<file path="config.mk">
export PLATFORM = sky130hd
export DESIGN_NAME = mts_sched
export DESIGN_NICKNAME = d
export VERILOG_FILES = /design/src/rtl/mts_pkg.sv /design/src/rtl/mts_gap_timer.sv /design/src/rtl/mts_defer_timer.sv /design/src/rtl/mts_backoff.sv /design/src/rtl/mts_sched.sv
export SDC_FILE = /design/constraint.sdc
export NUM_CORES = 1
export LEC_CHECK = 0
export ABC_AREA = 1
export BUFFER_PORTS_ARGS = -buffer_cell sky130_fd_sc_hd__buf_2
export CORE_MARGIN = 2
export CORE_UTILIZATION = 40
export DETAILED_ROUTE_END_ITERATION = 7
export PLACE_DENSITY_LB_ADDON = 0.08
export SLEW_MARGIN = 25
export SYNTH_ARGS = -nofsm -noshare
export SYNTH_HDL_FRONTEND = slang
export SYNTH_HIERARCHICAL = 1
export SYNTH_SLANG_ARGS = --single-unit
</file>
<file path="constraint.sdc">
create_clock -name clk_i -period 5.1 [get_ports clk_i]
set_clock_uncertainty 0.1 [all_clocks]
set_input_delay 0.51 -clock clk_i [delete_from_list [all_inputs] [get_ports clk_i]]
set_output_delay 0.51 -clock clk_i [all_outputs]
set_load 0.02 [all_outputs]
</file>
<file path="src/rtl/mts_pkg.sv">
package mts_pkg;
  typedef enum logic {ST_WAIT = 1'b0, ST_TX = 1'b1} mts_state_e;
  typedef enum logic {CAUSE_DEFER = 1'b0, CAUSE_COLL = 1'b1} mts_cause_e;
  localparam int unsigned FD_GAP_OFF = 3;
  localparam int unsigned HD_GAP_OFF = 6;
endpackage

</file>
<file path="src/rtl/mts_gap_timer.sv">
module mts_gap_timer #(
  parameter int unsigned GAP_W = 7
) (
  input  logic             clk_i,
  input  logic             rst_ni,
  input  logic             tick_i,
  input  logic             load_i,
  input  logic             fd_i,
  input  logic [GAP_W-1:0] gap_i,
  output logic             zero_o
);
  localparam int unsigned CNT_W = GAP_W + 1;
  logic [CNT_W-1:0] cnt_q, load_val;

  assign load_val = CNT_W'(gap_i) +
                    (fd_i ? CNT_W'(mts_pkg::FD_GAP_OFF) : CNT_W'(mts_pkg::HD_GAP_OFF));
  assign zero_o = (cnt_q == '0);

  always_ff @(posedge clk_i or negedge rst_ni) begin
    if (!rst_ni)                 cnt_q <= '0;
    else if (load_i)             cnt_q <= load_val;
    else if (tick_i && !zero_o)  cnt_q <= cnt_q - CNT_W'(1);
  end

  assert_gap_loaded_R2: assert property (@(posedge clk_i) disable iff (!rst_ni)
    load_i |=> !zero_o);
  assert_gap_tick_only_R2: assert property (@(posedge clk_i) disable iff (!rst_ni)
    (!load_i && !tick_i) |=> $stable(cnt_q));
endmodule

</file>
<file path="src/rtl/mts_defer_timer.sv">
module mts_defer_timer #(
  parameter int unsigned LIMIT = 6072
) (
  input  logic clk_i,
  input  logic rst_ni,
  input  logic tick_i,
  input  logic busy_i,
  input  logic clear_i,
  output logic hit_o
);
  localparam int unsigned CNT_W = $clog2(LIMIT + 1);
  logic [CNT_W-1:0] cnt_q;

  assign hit_o = (cnt_q >= CNT_W'(LIMIT));

  always_ff @(posedge clk_i or negedge rst_ni) begin
    if (!rst_ni)                  cnt_q <= '0;
    else if (clear_i || !busy_i)  cnt_q <= '0;   // continuous busy only
    else if (tick_i && !hit_o)    cnt_q <= cnt_q + CNT_W'(1);
  end

  assert_defer_restart_R5: assert property (@(posedge clk_i) disable iff (!rst_ni)
    !busy_i |=> !hit_o);
endmodule

</file>
<file path="src/rtl/mts_backoff.sv">
module mts_backoff #(
  parameter int unsigned SLOT_NIB = 128,
  parameter int unsigned CAP      = 10,
  parameter int unsigned ATT_W    = 5,
  parameter logic [15:0] SEED     = 16'hACE1
) (
  input  logic             clk_i,
  input  logic             rst_ni,
  input  logic             tick_i,
  input  logic             load_i,
  input  logic             skip_i,
  input  logic [ATT_W-1:0] attempt_i,
  output logic             zero_o
);
  localparam int unsigned CNT_W = CAP + $clog2(SLOT_NIB) + 1;
  logic [15:0]      lfsr_q;
  logic [CAP-1:0]   mask, pick;
  logic [CNT_W-1:0] cnt_q;

  always_ff @(posedge clk_i or negedge rst_ni) begin
    if (!rst_ni) lfsr_q <= SEED;
    else         lfsr_q <= {lfsr_q[14:0], lfsr_q[15] ^ lfsr_q[13] ^ lfsr_q[12] ^ lfsr_q[10]};
  end

  // window 2^min(n,CAP)-1
  always_comb begin
    for (int i = 0; i < int'(CAP); i++) mask[i] = (i < int'(attempt_i));
  end
  assign pick   = lfsr_q[CAP-1:0] & mask;
  assign zero_o = (cnt_q == '0);

  always_ff @(posedge clk_i or negedge rst_ni) begin
    if (!rst_ni)                cnt_q <= '0;
    else if (load_i)            cnt_q <= skip_i ? '0 : CNT_W'(pick) * CNT_W'(SLOT_NIB);
    else if (tick_i && !zero_o) cnt_q <= cnt_q - CNT_W'(1);
  end

  assert_skip_clears_R7: assert property (@(posedge clk_i) disable iff (!rst_ni)
    (load_i && skip_i) |=> zero_o);
  assert_slot_multiple_R8: assert property (@(posedge clk_i) disable iff (!rst_ni)
    (load_i && !skip_i) |=> ((cnt_q % CNT_W'(SLOT_NIB)) == '0));
endmodule

</file>
<file path="src/rtl/mts_sched.sv">
module mts_sched #(
  parameter int unsigned GAP_W        = 7,
  parameter int unsigned SLOT_NIB     = 128,
  parameter int unsigned BACKOFF_CAP  = 10,
  parameter int unsigned MAX_ATTEMPTS = 16,
  parameter int unsigned DEFER_LIMIT  = 6072
) (
  input  logic             clk_i,
  input  logic             rst_ni,
  input  logic             tick_i,
  input  logic             full_duplex_i,
  input  logic [GAP_W-1:0] gap_i,
  input  logic             defer_forever_i,
  input  logic             no_backoff_i,
  input  logic             bp_no_backoff_i,
  input  logic             req_i,
  input  logic             carrier_i,
  input  logic             collision_i,
  input  logic             backpressure_i,
  input  logic             tx_end_i,
  output logic             grant_o,
  output logic             done_o,
  output logic             abort_o,
  output logic             abort_cause_o
);
  import mts_pkg::*;
  localparam int unsigned ATT_W = $clog2(MAX_ATTEMPTS + 1);

  mts_state_e       st_q;
  logic [ATT_W-1:0] att_q, att_next;
  logic gap_zero, bo_zero, defer_hit;
  logic in_tx, in_wait, coll, tx_stop, ready, grant_set;
  logic abort_def, abort_col, end_ok, bo_skip, busy_wait;

  assign in_tx     = (st_q == ST_TX);
  assign in_wait   = (st_q == ST_WAIT);
  assign coll      = in_tx && !full_duplex_i && collision_i;
  assign tx_stop   = in_tx && (coll || tx_end_i);
  assign end_ok    = in_tx && tx_end_i && !coll;
  assign att_next  = att_q + ATT_W'(1);
  assign abort_col = coll && (att_next >= ATT_W'(MAX_ATTEMPTS));
  assign bo_skip   = no_backoff_i || (backpressure_i && bp_no_backoff_i);
  assign busy_wait = in_wait && req_i && !full_duplex_i && carrier_i;
  assign abort_def = busy_wait && !defer_forever_i && defer_hit;
  assign ready     = req_i && gap_zero && bo_zero && (full_duplex_i || !carrier_i);
  assign grant_set = in_wait && ready;

  mts_gap_timer #(.GAP_W(GAP_W)) u_gap (
    .clk_i, .rst_ni, .tick_i,
    .load_i (tx_stop),
    .fd_i   (full_duplex_i),
    .gap_i,
    .zero_o (gap_zero)
  );

  mts_defer_timer #(.LIMIT(DEFER_LIMIT)) u_defer (
    .clk_i, .rst_ni, .tick_i,
    .busy_i  (busy_wait),
    .clear_i (abort_def),
    .hit_o   (defer_hit)
  );

  mts_backoff #(.SLOT_NIB(SLOT_NIB), .CAP(BACKOFF_CAP), .ATT_W(ATT_W)) u_bo (
    .clk_i, .rst_ni, .tick_i,
    .load_i    (coll && !abort_col),
    .skip_i    (bo_skip),
    .attempt_i (att_next),
    .zero_o    (bo_zero)
  );

  always_ff @(posedge clk_i or negedge rst_ni) begin
    if (!rst_ni) begin
      st_q          <= ST_WAIT;
      att_q         <= '0;
      grant_o       <= 1'b0;
      done_o        <= 1'b0;
      abort_o       <= 1'b0;
      abort_cause_o <= CAUSE_DEFER;
    end else begin
      grant_o <= grant_set;
      done_o  <= end_ok;
      abort_o <= abort_def || abort_col;
      if (abort_col)      abort_cause_o <= CAUSE_COLL;
      else if (abort_def) abort_cause_o <= CAUSE_DEFER;

      if (grant_set)    st_q <= ST_TX;
      else if (tx_stop) st_q <= ST_WAIT;

      if (end_ok || abort_col || abort_def) att_q <= '0;
      else if (coll)                        att_q <= att_next;
    end
  end

  assert_one_event_R3: assert property (@(posedge clk_i) disable iff (!rst_ni)
    $onehot0({grant_o, done_o, abort_o}));
  assert_grant_pulse_R3: assert property (@(posedge clk_i) disable iff (!rst_ni)
    grant_o |=> !grant_o);
  assert_grant_after_gap_R2: assert property (@(posedge clk_i) disable iff (!rst_ni)
    grant_o |-> $past(gap_zero && bo_zero));
  assert_no_grant_busy_R4: assert property (@(posedge clk_i) disable iff (!rst_ni)
    grant_o |-> $past(full_duplex_i || !carrier_i));
  assert_defer_abort_gated_R6: assert property (@(posedge clk_i) disable iff (!rst_ni)
    (abort_o && abort_cause_o == CAUSE_DEFER) |-> $past(!defer_forever_i && carrier_i));
  assert_attempt_cap_R10: assert property (@(posedge clk_i) disable iff (!rst_ni)
    att_q < ATT_W'(MAX_ATTEMPTS));
  assert_fd_no_coll_abort_R11: assert property (@(posedge clk_i) disable iff (!rst_ni)
    (abort_o && abort_cause_o == CAUSE_COLL) |-> $past(!full_duplex_i));
endmodule

</file>
Yosys cells after proc, flatten, opt, wreduce, memory -nomap -nowiden --
Index checks and enable logic that the tools add are counted.
Word-level totals: register bits after elaboration 65, input port bits 19
Cells by class: $add $sub $neg 5, $lt $le $gt $ge 12, mux-type cells 14, bitwise logic cells 5, reduce and logical (&&, ||, !) cells 44
Operator list (count):
- 2-to-1 mux 18 bit | 2
- 2-to-1 mux 13 bit | 2
- logical AND 1 bit | 20
- less-than comparator 3 x 5 -> 1 bit (first input constant) | 4
- logical NOT 18 bit | 1
- subtractor 18 x 1 -> 18 bit (second input constant) | 1
- 2-to-1 mux 17 bit | 1
- 2-to-1 mux 8 bit | 2
- adder 13 x 1 -> 13 bit (second input constant) | 1
- greater-or-equal comparator 13 bit (second input constant) | 1
- nonzero test 2 bit | 6
- bitwise AND 10 bit | 1
- less-than comparator 1 x 5 -> 1 bit (first input constant) | 2
- less-than comparator 2 x 5 -> 1 bit (first input constant) | 2
- less-than comparator 4 x 5 -> 1 bit (first input constant) | 2
- 2-to-1 mux 5 bit | 2
- logical NOT 1 bit | 9
- adder 7 x 8 -> 8 bit | 1
- logical NOT 8 bit | 1
- subtractor 8 x 1 -> 8 bit (second input constant) | 1
- logical OR 1 bit | 7
- adder 5 x 1 -> 5 bit (second input constant) | 1
- greater-or-equal comparator 5 bit (second input constant) | 1
- 2-to-1 mux 1 bit | 4
- 3 further kinds | 5

Depth between registers and ports, before layout --
depth in word-level cells 8, gate-level depth with buffers 14, depth with buffers taken out 14

Hierarchy --
The synthesis kept the hierarchy.
By module, submodules not included:
- mts_backoff | instances 1, cells each 233, area an instance 1783.0 µm², sequential area each 860.8 µm²
- mts_defer_timer | instances 1, cells each 138, area an instance 928.4 µm², sequential area each 325.3 µm²
- mts_gap_timer | instances 1, cells each 124, area an instance 759.5 µm², sequential area each 200.2 µm²
- mts_sched | instances 1, cells each 65, area an instance 563.0 µm², sequential area each 250.2 µm²

Least setup slack after synthesis --
No wires, ideal clock.
path type flip-flop to flip-flop, start point register u_defer.cnt_q[7], end point register u_defer.cnt_q[1], data arrival time 1791 ps, path slack 3092 ps, cell stages (with the launch flop) 14, path buffers 1, period minus slack after synthesis 2008 ps, path through dfrtp_1 -> nand2_1 -> nor2_4 -> nand3_2 -> nand2_1 -> inv_1 -> nor2_1 -> nand3_2 -> inv_1 -> or2_2 -> clkinv_1 -> buf_2 -> nand3_1 -> nand2_1
Between the ends: word-level cells in the longest chain between the ends 4, elaborated cells on any way between the ends 7
Ends and longest elaborated chain:
- start: declaration | RTL line mts_defer_timer.sv:12 | logic [CNT_W-1:0] cnt_q;
- start signal: assignment | RTL line mts_defer_timer.sv:19 | else if (tick_i && !hit_o) cnt_q <= cnt_q + CNT_W'(1);
- greater-or-equal comparator 13 bit (*) | RTL line mts_defer_timer.sv:14 | assign hit_o = (cnt_q >= CNT_W'(LIMIT));
- via defer_hit | RTL line mts_sched.sv:31 | logic gap_zero, bo_zero, defer_hit;
- logical AND 1 bit (*) | RTL line mts_sched.sv:44 | assign abort_def = busy_wait && !defer_forever_i && defer_hit;
- via abort_def | RTL line mts_sched.sv:33 | logic abort_def, abort_col, end_ok, bo_skip, busy_wait;
- logical OR 1 bit (*) | RTL line mts_defer_timer.sv:18 | else if (clear_i || !busy_i) cnt_q <= '0;
- 2-to-1 mux 13 bit or nonzero test 2 bit (tied branches)
Mark *: on every way through the listed nets, which the timed path passes. The rest lies on a longest branch. A chain may end at the register's enable or synchronous reset.

Worst setup path after layout --
start point register u_defer.cnt_q[7], end point register u_defer.cnt_q[5]
Same word-level chain as after synthesis.

==> results.md <==
- Outcome: finished clean
- First-pass GRT wire length: around 16000 um
- Clk sink count: 65
- Crit. End Element: register
- Clock Path Buffers: 2
- DRC errors left: 0
- Rel. slew slack: between 40% and 50%
- Capture point of the worst reg-to-reg path: u_defer/cnt_q[5]
- Total leakage power: about 0.0023 uW
- Psw: 603.1 uW
- Starting Density: between 40% and 50%
- Overall Global Routing Usage: a little under a fifth
- GRT Residual Overflow: 0
- Fin cells: slightly above 700
- Sw Ratio: 37.49%
- Worst slew pin tran: around 840 ps
- DR pass1 iterations: 4
- Setup_tns: 0 ps
- Post-synth top area share: 35.36%
- Ys async rst share: 100.0%
- Antenna diodes: 0
- FMAX: between 300 and 400 MHz
- Chip height: roughly 100 um
- Post-CTS setup buffers: 0
- Final setup violation count: 0
- ANT nets after route: 0
- Hold_buf cts: 0
- Vias: about 3.5k
- Seq/Total Area, Yosys: between 40% and 50%
- Startpoint types: register
- Cell area power density: between 300 and 400 mW/mm^2
- DR WL/cell: approximately 13 um
- Yosys cell types: 40
- #FFs+latches synth: 65
- Share of power burned in registers: between 40% and 50%
- Fin crit period: approximately 2700 ps
- Syn avg cell area: about 7.2 sq um
- Root cell of the clock tree: clkbuf_8
- Port Buf Inserts: 22
- Crit path max fanout: 17
- Syn Nets: a little under 600
- Die area: between 0.01 and 0.015 sq mm
- Fill count: about 1.0k
- H-tree levels: 3
- Final WS setup: between 2000 and 2500 ps
- Worst Setup SP: u_defer/cnt_q[7]
- Clock power frac: 27.3%
- Gate Count Post-Synth: 560
- Crit path DAT: 2930 ps
- HP Class: in2async
- Ports: 23
- Peak supply drop: 0.0001691 V
- R2R setup slack: about 2400 ps
- Clock latency on the worst-skew pair: about 360 ps
- Crit Path Category: reg2reg
- Routed WL: roughly 9300 um
- Place WS: approximately 2400 ps
- Fin nets: 615
- Worst Path Required: about 5300 ps
- Placement-stage cell area: roughly 0.0043 sq mm
- Placer Congestion: around 0.85
- Final Hold Vio Count: 0
- Comb pwr share: 29.9%
- Largest cells by area after synthesis: dfrtp_1 (35%), nand2_1 (18%), nand3_1 (7.1%)
- P_int: around 1000 uW
- Vias in the first global route: ~3.3k
- # resized after CTS: 0
- Largest net degree at the start of global routing: 66
- Ys Warns: 6
- Fin. max-slew vios: 0
- HPWL after DPL: between 6000 and 7000 um
- Initial antenna violation count: 0
- DP Cell Count: 709
- Synth area leader: dfrtp_1
- 1st-iter DRT viols: 156
- Tcrit/Tclk final: approximately 53%
- Main synth FF type: dfrtp_1
- RSZ-0062 raised after global routing: false
- Max Cap Viol: 0
- TritonCTS clock tree: yes
- Vias per inst: ~4.8
- Core Area: a little under 0.01 sq mm
- Die X: roughly 100 um
- Reg2Reg Depth: 13
- Reg clk slew, reported paths: roughly 80 ps
- Worst Setup EP: u_defer/cnt_q[5]
- Post-synth EDFFs: 0
- Fin area: 0.004453 sq mm
- P&R area growth vs syn: 10.39%
- FP Rows: 36
- Synth Cell Area: slightly above 0.004 sq mm
- CTS buffer count: 9
- Share of layout cells above drive strength 1: a little over an eighth
- Worst r2r src: u_defer/cnt_q[7]
## worst min-delay path by stage
stage / startpoint / to / slack (ps) / cells past startpoint
final: rst_ni / u_defer/cnt_q[3] / 200 / 2
after global routing: u_bo/lfsr_q[14] / u_bo/lfsr_q[15] / 260 / 0
after CTS: rst_ni / u_defer/cnt_q[3] / 260 / 2
after detailed placement: u_bo/lfsr_q[14] / u_bo/lfsr_q[15] / 240 / 0
after global placement: u_bo/lfsr_q[14] / u_bo/lfsr_q[15] / 230 / 0
after floorplan: rst_ni / abort_cause_o / 110 / 0
## per-layer routing
metal  track usage [%]  part of all wire, %  vias up
li1                  -                    -     1832
met1             26.36                   51     1587
met2             27.82                   43       50
met3             4.637                  4.0       13
met4             6.178                  1.8        0
met5                 0                    0        -
## cells in the mapped netlist, types with 4 or more instances
| cell | count |
|---|---|
| inv_1 | 62 |
| nand3_1 | 57 |
| nor3_1 | 4 |
| o21ai_2 | 4 |
| dfrtp_1 | 57 |
| nor2_1 | 69 |
| xor2_1 | 7 |
| dfstp_2 | 8 |
| xnor2_1 | 5 |
| nor2_4 | 4 |
| o21ai_0 | 20 |
| nand2_4 | 4 |
| ha_1 | 9 |
| nor2_2 | 5 |
| nand2_1 | 190 |
| nand4_1 | 13 |
## logic make-up (layout without fill, tap and decap cells)
logic type / count (synthesis) / count (layout) / share of synthesized area (%)
adders and majority gates: 9 / 9 / 2.792
xor gates and xnor gates: 12 / 12 / 2.605
AOI/OAI and AO/OA: 38 / 38 / 5.769
and+or+nand+nor: 361 / 361 / 40.45
buffers and inverters: 75 / 107 / 7.816
DFF: 65 / 65 / 40.57
## state kept, by name (all words and copies together), names as in the netlist
signal,flops
att_q,5
abort_cause_o,1
u_defer/cnt_q,13
abort_o,1
u_bo/cnt_q,18
done_o,1
grant_o,1
u_gap/cnt_q,8
u_bo/lfsr_q,16
in_tx,1
## critical path, stage by stage (launching register included)
cell	delay (ps)
dfrtp_1	420
nand2_1	140
nor2_4	160
nand3_2	120
nand2_1	80
inv_1	40
nor2_1	120
nand3_2	160
inv_1	120
or2_2	260
clkinv_1	480
nand2_4	330
nand2_1	80
nand2_1	60
## cell type report
| type | count | area (sq um) | area share (%) |
|---|---|---|---|
| Clock inverter | 3 | 40.04 | 0.8991 |
| Clock buffer | 13 | 148.9 | 3.344 |
| Sequential cell | 65 | 1637 | 36.75 |
| Tap cell | 133 | 166.4 | 3.737 |
| Multi-Input combinational cell | 420 | 2082 | 46.75 |
| Inverter | 68 | 261.5 | 5.872 |
| Timing Repair Buffer | 23 | 117.6 | 2.641 |
## power by group through the flow
stage               combinational, uW  clock (uW)  sequential, uW
detailed placement                485           0             693
global route                      563         487             702
global placement                  481           0             695
CTS                               485         460             686
floorplan                         382           0             672
finish                            482         440             687
## cell usage in the layout, fill, tap and decap left out, drive strengths merged, types with 2 or more instances in the layout
master	instances
o211ai	3
xor2	7
nand2	197
clkinv	6
a21oi	3
buf	23
nor3	5
o21ai	28
nor2	78
dfrtp	57
nand4	14
nand3	63
ha	9
or2	2
inv	64
dfstp	8
clkbuf	13
o21bai	2
xnor2	5
## through the flow
step	utilization [%]	power, uW	hold WS [ps]
finish	45.56	1609	199.0
global route	45.56	1752	264.7
CTS	45.56	1631	260.6
detailed placement	43.63	1179	238.7
global placement	43.63	1177	235.0
floorplan	-	1054	114.4
(Power assumes the default switching activity.)
